==> src/rtl/cmf_pkg.sv <==
package cmf_pkg;

  // Default geometry of each connection memory
  localparam int unsigned CM_DEPTH  = 8192;
  localparam int unsigned CM_DATA_W = 16;
  localparam int unsigned CM_PAT_W  = 3;

  // Number of memories served and their select codes
  localparam int unsigned CM_NUM       = 2;
  localparam int unsigned CM_SEL_LOCAL = 0;
  localparam int unsigned CM_SEL_BACK  = 1;

endpackage

==> src/rtl/cmf_ctrl.sv <==
// Arming, start, abort and completion control for the fill sweep.
module cmf_ctrl (
  input  logic clk,
  input  logic rst,
  input  logic master,
  input  logic reg_wr,
  input  logic reg_go,
  input  logic last,
  output logic active,
  output logic start,
  output logic step
);

  logic master_q;
  logic armed;
  logic abort;

  assign start = reg_wr && reg_go && master && armed && !active;
  assign abort = active && (!master || (reg_wr && !reg_go));
  assign step  = active && !abort;

  always_ff @(posedge clk) begin
    if (rst) begin
      master_q <= 1'b1;   // a level already high out of reset is no rise
      armed    <= 1'b0;
      active   <= 1'b0;
    end else begin
      master_q <= master;
      if (!master)
        armed <= 1'b0;
      else if (!master_q)
        armed <= 1'b1;
      if (start)
        active <= 1'b1;
      else if (abort || (step && last))
        active <= 1'b0;
    end
  end

endmodule

==> src/rtl/cmf_addr_ctr.sv <==
// Sweep address counter: cleared on start, advanced per fill write.
module cmf_addr_ctr #(
  parameter int unsigned DEPTH = 8192,
  parameter int unsigned AW    = $clog2(DEPTH)
) (
  input  logic          clk,
  input  logic          rst,
  input  logic          clr,
  input  logic          inc,
  output logic [AW-1:0] cnt,
  output logic          last
);

  localparam logic [AW-1:0] LAST_ADDR = AW'(DEPTH - 1);

  assign last = (cnt == LAST_ADDR);

  always_ff @(posedge clk) begin
    if (rst)
      cnt <= '0;
    else if (clr)
      cnt <= '0;
    else if (inc)
      cnt <= cnt + AW'(1);
  end

endmodule

==> src/rtl/cmf_wport.sv <==
// Registered write port of one memory: fill traffic wins over processor.
module cmf_wport #(
  parameter int unsigned AW = 13,
  parameter int unsigned DW = 16
) (
  input  logic          clk,
  input  logic          rst,
  input  logic          fill_go,
  input  logic [AW-1:0] fill_addr,
  input  logic [DW-1:0] fill_data,
  input  logic          cpu_go,
  input  logic [AW-1:0] cpu_addr,
  input  logic [DW-1:0] cpu_data,
  output logic          we,
  output logic [AW-1:0] addr,
  output logic [DW-1:0] data
);

  always_ff @(posedge clk) begin
    if (rst) begin
      we   <= 1'b0;
      addr <= '0;
      data <= '0;
    end else begin
      we <= fill_go || cpu_go;
      if (fill_go) begin
        addr <= fill_addr;
        data <= fill_data;
      end else if (cpu_go) begin
        addr <= cpu_addr;
        data <= cpu_data;
      end
    end
  end

endmodule

==> src/rtl/cmf_fill.sv <==
module cmf_fill
  import cmf_pkg::*;
#(
  parameter int unsigned DEPTH = CM_DEPTH,
  parameter int unsigned DW    = CM_DATA_W,
  parameter int unsigned PW    = CM_PAT_W,
  parameter int unsigned AW    = $clog2(DEPTH)
) (
  input  logic          clk,
  input  logic          rst,
  input  logic          ctl_master,
  input  logic          fill_wr,
  input  logic          fill_wr_go,
  input  logic [PW-1:0] fill_wr_lpat,
  input  logic [PW-1:0] fill_wr_bpat,
  output logic          fill_go,
  input  logic          cpu_wr,
  input  logic          cpu_sel,
  input  logic [AW-1:0] cpu_addr,
  input  logic [DW-1:0] cpu_wdata,
  output logic          cpu_stall,
  output logic          loc_we,
  output logic [AW-1:0] loc_addr,
  output logic [DW-1:0] loc_wdata,
  output logic          bp_we,
  output logic [AW-1:0] bp_addr,
  output logic [DW-1:0] bp_wdata
);

  localparam int unsigned LOW_W = DW - PW;

  logic          active;
  logic          start;
  logic          step;
  logic          last;
  logic [AW-1:0] sweep_addr;

  logic [CM_NUM-1:0][PW-1:0] pat_q;
  logic [CM_NUM-1:0][PW-1:0] pat_in;
  logic [CM_NUM-1:0]         we_v;
  logic [CM_NUM-1:0][AW-1:0] addr_v;
  logic [CM_NUM-1:0][DW-1:0] data_v;

  cmf_ctrl u_ctrl (
    .clk    (clk),
    .rst    (rst),
    .master (ctl_master),
    .reg_wr (fill_wr),
    .reg_go (fill_wr_go),
    .last   (last),
    .active (active),
    .start  (start),
    .step   (step)
  );

  cmf_addr_ctr #(.DEPTH(DEPTH), .AW(AW)) u_ctr (
    .clk  (clk),
    .rst  (rst),
    .clr  (start),
    .inc  (step),
    .cnt  (sweep_addr),
    .last (last)
  );

  assign pat_in[CM_SEL_LOCAL] = fill_wr_lpat;
  assign pat_in[CM_SEL_BACK]  = fill_wr_bpat;

  // Patterns are captured only by the write that starts a fill
  always_ff @(posedge clk) begin
    if (rst)
      pat_q <= '0;
    else if (start)
      pat_q <= pat_in;
  end

  for (genvar g = 0; g < CM_NUM; g++) begin : g_port
    logic          cpu_go_g;
    logic [DW-1:0] word_g;

    assign cpu_go_g = cpu_wr && !active && (cpu_sel == 1'(g));
    assign word_g   = {pat_q[g], {LOW_W{1'b0}}};

    cmf_wport #(.AW(AW), .DW(DW)) u_wport (
      .clk       (clk),
      .rst       (rst),
      .fill_go   (step),
      .fill_addr (sweep_addr),
      .fill_data (word_g),
      .cpu_go    (cpu_go_g),
      .cpu_addr  (cpu_addr),
      .cpu_data  (cpu_wdata),
      .we        (we_v[g]),
      .addr      (addr_v[g]),
      .data      (data_v[g])
    );
  end

  assign fill_go   = active;
  assign cpu_stall = active;

  assign loc_we    = we_v[CM_SEL_LOCAL];
  assign loc_addr  = addr_v[CM_SEL_LOCAL];
  assign loc_wdata = data_v[CM_SEL_LOCAL];
  assign bp_we     = we_v[CM_SEL_BACK];
  assign bp_addr   = addr_v[CM_SEL_BACK];
  assign bp_wdata  = data_v[CM_SEL_BACK];

endmodule

==> config.mk <==
export PLATFORM = sky130hd
export DESIGN_NAME = cmf_fill
export DESIGN_NICKNAME = d
export VERILOG_FILES = /design/src/rtl/cmf_pkg.sv /design/src/rtl/cmf_ctrl.sv /design/src/rtl/cmf_addr_ctr.sv /design/src/rtl/cmf_wport.sv /design/src/rtl/cmf_fill.sv
export SDC_FILE = /design/constraint.sdc
export NUM_CORES = 1
export LEC_CHECK = 0
export BUFFER_PORTS_ARGS = -buffer_cell sky130_fd_sc_hd__buf_4
export CAP_MARGIN = 20
export CORE_MARGIN = 10
export CORE_UTILIZATION = 52
export DETAILED_ROUTE_END_ITERATION = 8
export PLACE_DENSITY = 0.79
export SYNTH_ARGS = -nofsm -noshare
export SYNTH_HDL_FRONTEND = slang
export SYNTH_HIERARCHICAL = 1
export SYNTH_SLANG_ARGS = --single-unit
==> constraint.sdc <==
create_clock -name clk -period 2.5 [get_ports clk]
set_clock_uncertainty 0.05 [all_clocks]
set_input_delay 0.25 -clock clk [delete_from_list [all_inputs] [get_ports clk]]
set_output_delay 0.25 -clock clk [all_outputs]
set_load 0.005 [all_outputs]
==> results of run 1 <==
[cells in the mapped netlist]
cell       n
or4_1      3
o31ai_1    3
nand3_1    3
nand4_1    5
or3_1      3
or2_1      1
nor2_1    16
buf_12     6
or3_2      2
a21o_1     1
mux2i_1   66
ha_1       1
nor2b_1   59
a211oi_1  58
and3b_1    1
a21oi_1    9
nor4_1     2
or2_2      2
nand2_1    9
nor3_1     1
xnor2_1    1
inv_2      2
nor3b_1    2
clkbuf_1  14
buf_6      7
nor4_2     1
xor2_1     2
o21ai_0    4
dfxtp_1   82
buf_2      2
buf_4      1
conb_1     1
inv_1      1
nand4_4    1
[critical path, delay by kind of cell, from the launching register on]
kind	cells	cell delay, ns
buf+inv	2	0.58
flops	1	0.49
compound gates	2	0.52
simple gates	1	0.14
[where the power goes]
part	total, W	switching [W]	internal (W)
Sequential	0.00139	0.0000283	0.00136
Clock	0.00106	0.000448	0.000614
Combinational	0.000309	0.000135	0.000174
[cell families after synthesis]
logic type,after synthesis
and+or+nand+nor,111
DFF,82
AOI/OAI and AO/OA,75
muxes,66
buffers and inverters,33
xor gates and xnor gates,3
adders and majority gates,1
other,1
[layout make-up]
| type | count | area [um^2] |
|---|---|---|
| multi-input combinational | 282 | 2010 |
| timing repair buffer | 111 | 846 |
| fill | 585 | 2320 |
| tap | 99 | 124 |
| clock buffer | 13 | 159 |
| sequential | 82 | 1640 |
| clock inverter | 2 | 60.1 |
| inverter | 3 | 11.3 |
[state kept, by name, summed over array words and instances (netlist names)]
name,cells
g_port.word_g,6
g_port.u_wport/addr,26
g_port.u_wport/data,32
u_ctrl/active,1
u_ctr/cnt,13
u_ctrl/armed,1
g_port.u_wport/we,2
u_ctrl/master_q,1
[layer usage]
layer / part of all wire (%) / track usage, % / vias up
met5: 0 / 0 / -
met4: 0.69 / 5.80 / 0
met3: 6.6 / 4.81 / 7
met2: 50 / 29.4 / 82
met1: 42 / 19.5 / 1505
li1: - / - / 1544
[final timing paths]
check | from | to | slack, ns
max | u_ctrl/active | g_port[1].u_wport/data[7] | 0.62
min | ctl_master | u_ctrl/master_q | 0.07
min reg2reg | g_port[0].word_g[13] | g_port[0].word_g[13] | 0.45
max reg2reg | u_ctrl/active | g_port[1].u_wport/data[7] | 0.62
[stage by stage]
stage	hold WS, ns	instance area, um^2	setup slack, ns	total power, W
2_1_floorplan	0.272	3910	0.452	0.00158
3_3_place_gp	0.421	4630	0.784	0.00172
3_5_place_dp	0.418	4630	0.649	0.00173
4_1_cts	0.0625	4850	0.639	0.00278
5_1_grt	0.0727	4850	0.492	0.00286
6_report	0.0747	4850	0.618	0.00276
==> flow_metrics.tcl, run 1 <==
set metrics [dict create \
    status "completed" \
    clk_latency_ns 0.34 \
    syn_to_final_growth_pct 27.2 \
    worst_hold_path_type "in -> reg" \
    ir_drop_v 0.000409 \
    gp_congestion 0.768 \
    die_h_um 106 \
    setup.worst_path.end_class "flip-flop" \
    drc 0 \
    finalSetupViolCount 0 \
    wl_per_cell_um 16.3 \
    cts_hold_buf 0 \
    synth_largest_area_cell "dfxtp_1" \
    crit_path_cell_trace "nand2_1, a21oi_4, buf_4, inv_2, a211oi_1" \
    start_util_pct 53.2 \
    maxCapViolations 0 \
    synth-adder-area-share_pct 0.328 \
    crit_type "reg -> reg" \
    synth_area_leaders "dfxtp_1, mux2i_1, a211oi_1" \
    cts_resized 0 \
    grt-ovfl-total 0 \
    ys_warn_count 6 \
    fin_nets 532 \
    grt_pass1_vias 3167 \
    vias 3138 \
    clock_path_buffers 2 \
    final_max_slew_viol_count 0 \
    fmax_mhz 531 \
    grt_pass1_wl_um 15900 \
    relSlewSlack_pct 60.6 \
    r2r_cells 5 \
    power_density_nw_per_um2 568 \
    post-route-util_pct 67.6 \
    post-synth-top-area-fraction_pct 43.0 \
    synthCells 372 \
    h-tree-depth 3 \
    mappedNetlistArea_um2 3810 \
    tns_ns 0 \
    cts_sinks 82 \
    synth_top_family_by_area "multiplexers" \
    holdPathStages 2 \
    rsz0062_at_grt "false" \
    critPathLaunchType "flip-flop" \
    cts-root-buf "clkbuf_8" \
    io-pin-count 104 \
    coreArea_um2 7180 \
    drtIter0Drc 209 \
    cts_made_buffers 9 \
    yosys.cell_types.count 34 \
    num_rows 31 \
    synth-simple-area-share_pct 17.3 \
    fin_crit_ns 1.88 \
    wl_um 9670 \
    layout_commonest_cell "buf_4" \
    leakagePower_nw 2.03 \
    drtAntennaViolNets 0 \
    grt_start_max_net_pins 50 \
    worst_pin_slew_ns 0.590 \
    ys_seq_area_share_pct 43.0 \
    dp_hpwl_um 6950 \
    cts_setup_buffers 0 \
    slowest_delay_ns 0.49 \
    clk_pin_slew_ns 0.08 \
    finalCritPeriodShare_pct 75.3 \
    antenna_found_initial 0 \
    cts_tree "yes" \
    crit_fanout 29 \
    synthXorXnorAreaFrac_pct 0.689 \
    synth_seq_cells 82 \
    dp.cells 577 \
    drive_above_1_share_pct 27.6 \
    synth_mux_area_share_pct 17.3 \
    grt_use_total_pct 16.9 \
    first_pass_iters 4 \
    cp.arrival_ns 2.08 \
    dieArea_um2 11200 \
    synth-compound-area-share_pct 13.9 \
    final_cell_mix "buf_4, dfxtp_1, mux2i_1" \
    cp_slowest_cell "dfxtp_1" \
    io_buffers 103 \
    hold_violations 0 \
    fin_cells 592 \
    syn_area_per_cell_um2 10.3 \
    die_w_um 106 \
    cp_data_required_time_ns 2.70 \
    antenna_cells 0 \
    avgViaCountPerCell 5.30 \
]
Note: power is estimated with default switching activity, not from simulation.
==> run 2: changes to the inputs <==
CORE_UTILIZATION = 47   (was 52)
PLACE_DENSITY = 0.76   (was 0.79)
clock period = 1.6 ns   (was 2.5 ns; I/O delays follow)
==> flow_metrics.tcl, run 2 (synthesized netlist as in run 1, its figures left out) <==
set metrics [dict create \
    dp.cells 589 \
    critPathTopFamily "simple AND/OR/NAND/NOR gates" \
    p_int_w 0.00328 \
    fin_nets 553 \
    finalSetupViolCount 0 \
    grt_pass1_wl_um 16100 \
    fmax_mhz 629 \
    vias 3219 \
    cp_num_buf_inv 0 \
    final_max_slew_viol_count 0 \
    antenna_cells 0 \
    clock_path_buffers 2 \
    dp_hpwl_um 7010 \
    avgViaCountPerCell 5.22 \
    die_h_um 110 \
    clkPwrFrac_pct 37.9 \
    first_pass_iters 4 \
    dieArea_um2 12100 \
    io_buffers 103 \
    final_cell_mix "buf_4, dfxtp_1, mux2i_1" \
    cts-root-buf "clkbuf_8" \
    largest_register_ff_count 32 \
    power_frac_seq_pct 50.1 \
    syn_to_final_growth_pct 34.4 \
    clk_pin_slew_ns 0.09 \
    grt_use_total_pct 16.7 \
    grt_start_max_net_pins 51 \
    die_w_um 110 \
    maxCapViolations 0 \
    drtIter0Drc 141 \
    fin_cells 617 \
    drive_above_1_share_pct 31.1 \
    clk_latency_ns 0.36 \
    wl_per_cell_um 16.8 \
    worst_hold_path_type "in -> reg" \
    cp_data_required_time_ns 1.84 \
    finalCritPeriodShare_pct 99.4 \
    coreArea_um2 7810 \
    rsz0062_at_grt "true" \
    cts_sinks 82 \
    ir_drop_v 0.000544 \
    grt_pass1_vias 3135 \
    gp_congestion 0.781 \
    cts_tree "yes" \
    wl_um 10400 \
    layout_commonest_cell "buf_4" \
    largestRegisters "g_port.u_wport/data x32, g_port.u_wport/addr x26, u_ctr/cnt x13" \
    drc 0 \
    start_util_pct 48.9 \
    crit_fanout 6 \
    crit_path_cell_trace "nand2_2, a21oi_4, nand4_4, or4_1, a21oi_2" \
    cp_slowest_cell "or4_1" \
    fin_crit_ns 1.59 \
    post-route-util_pct 65.7 \
    p_sw_w 0.00104 \
    h-tree-depth 3 \
    leakagePower_nw 2.15 \
    nFillCells 662 \
    num_rows 32 \
    grt-ovfl-total 0 \
    drtAntennaViolNets 0 \
    p_sw_share_pct 24.1 \
    critPathLaunchType "flip-flop" \
    io-pin-count 104 \
    hold_violations 0 \
    power_density_nw_per_um2 842 \
    setup.worst_path.end_class "flip-flop" \
    slowest_delay_ns 0.51 \
    crit_type "reg -> reg" \
    status "completed" \
    cp.arrival_ns 1.83 \
    cts_made_buffers 9 \
    antenna_found_initial 0 \
    top_register "g_port.u_wport/data" \
    comb_power_share_pct 12.0 \
]
[run 2: power by group through the flow]
stage | Combinational (W) | Sequential, W | Clock [W]
floorplan | 0.000254 | 0.00221 | 0
global placement | 0.000491 | 0.00221 | 0
detailed placement | 0.000498 | 0.00221 | 0
CTS | 0.000514 | 0.00216 | 0.00166
global route | 0.000567 | 0.00218 | 0.00176
finish | 0.000516 | 0.00217 | 0.00164
[run 2: worst paths after layout]
kind | start | endpoint | slack [ns] | cells past startpoint
setup / recovery | u_ctrl/active | u_ctr/cnt[9] | 0.01 | 5
hold reg to reg | g_port[0].word_g[15] | g_port[0].word_g[15] | 0.45 | 2
setup reg to reg | u_ctrl/active | u_ctr/cnt[9] | 0.01 | 5
hold / removal | ctl_master | u_ctrl/armed | 0.05 | 2
[run 2: repair_timing]
action,in CTS,in global routing
endpoints found under the setup margin,7,15
hold buffers,7,0
endpoints found under the hold margin,7,0
pin swaps,1,2
cloned,0,1
setup buffers,0,4
resized for setup,2,10
[run 2: area by class of cell]
cell class / instances / area (um^2) / area share, %
inverters: 3 / 16.3 / 0.317
multi-input cells: 282 / 2040 / 39.7
clock inverters: 5 / 60.1 / 1.17
repair buffers: 132 / 1080 / 21.0
flip-flops and latches: 82 / 1650 / 32.1
well taps: 102 / 128 / 2.49
clock buffers: 11 / 163 / 3.17
[run 2: metrics by stage]
step	TNS [ns]	setup slack, ns	power, W	hold slack, ns	area (um^2)
4_1_cts	0	0.00438	0.00434	0.0363	5030
3_5_place_dp	-0.000397	-0.000397	0.00271	0.335	4730
6_report	0	0.0103	0.00432	0.0466	5130
2_1_floorplan	-0.0625	-0.0404	0.00246	0.182	3930
3_3_place_gp	0	0.0467	0.00270	0.333	4730
5_1_grt	-0.230	-0.0458	0.00450	0.0403	5130
[run 2: per-layer routing]
layer	track usage [%]	share of wire, %	up-vias
met5	0	0	-
li1	-	-	1591
met2	26.1	46	93
met1	21.1	44	1522
met4	5.96	2.0	0
met3	5.63	8.2	13
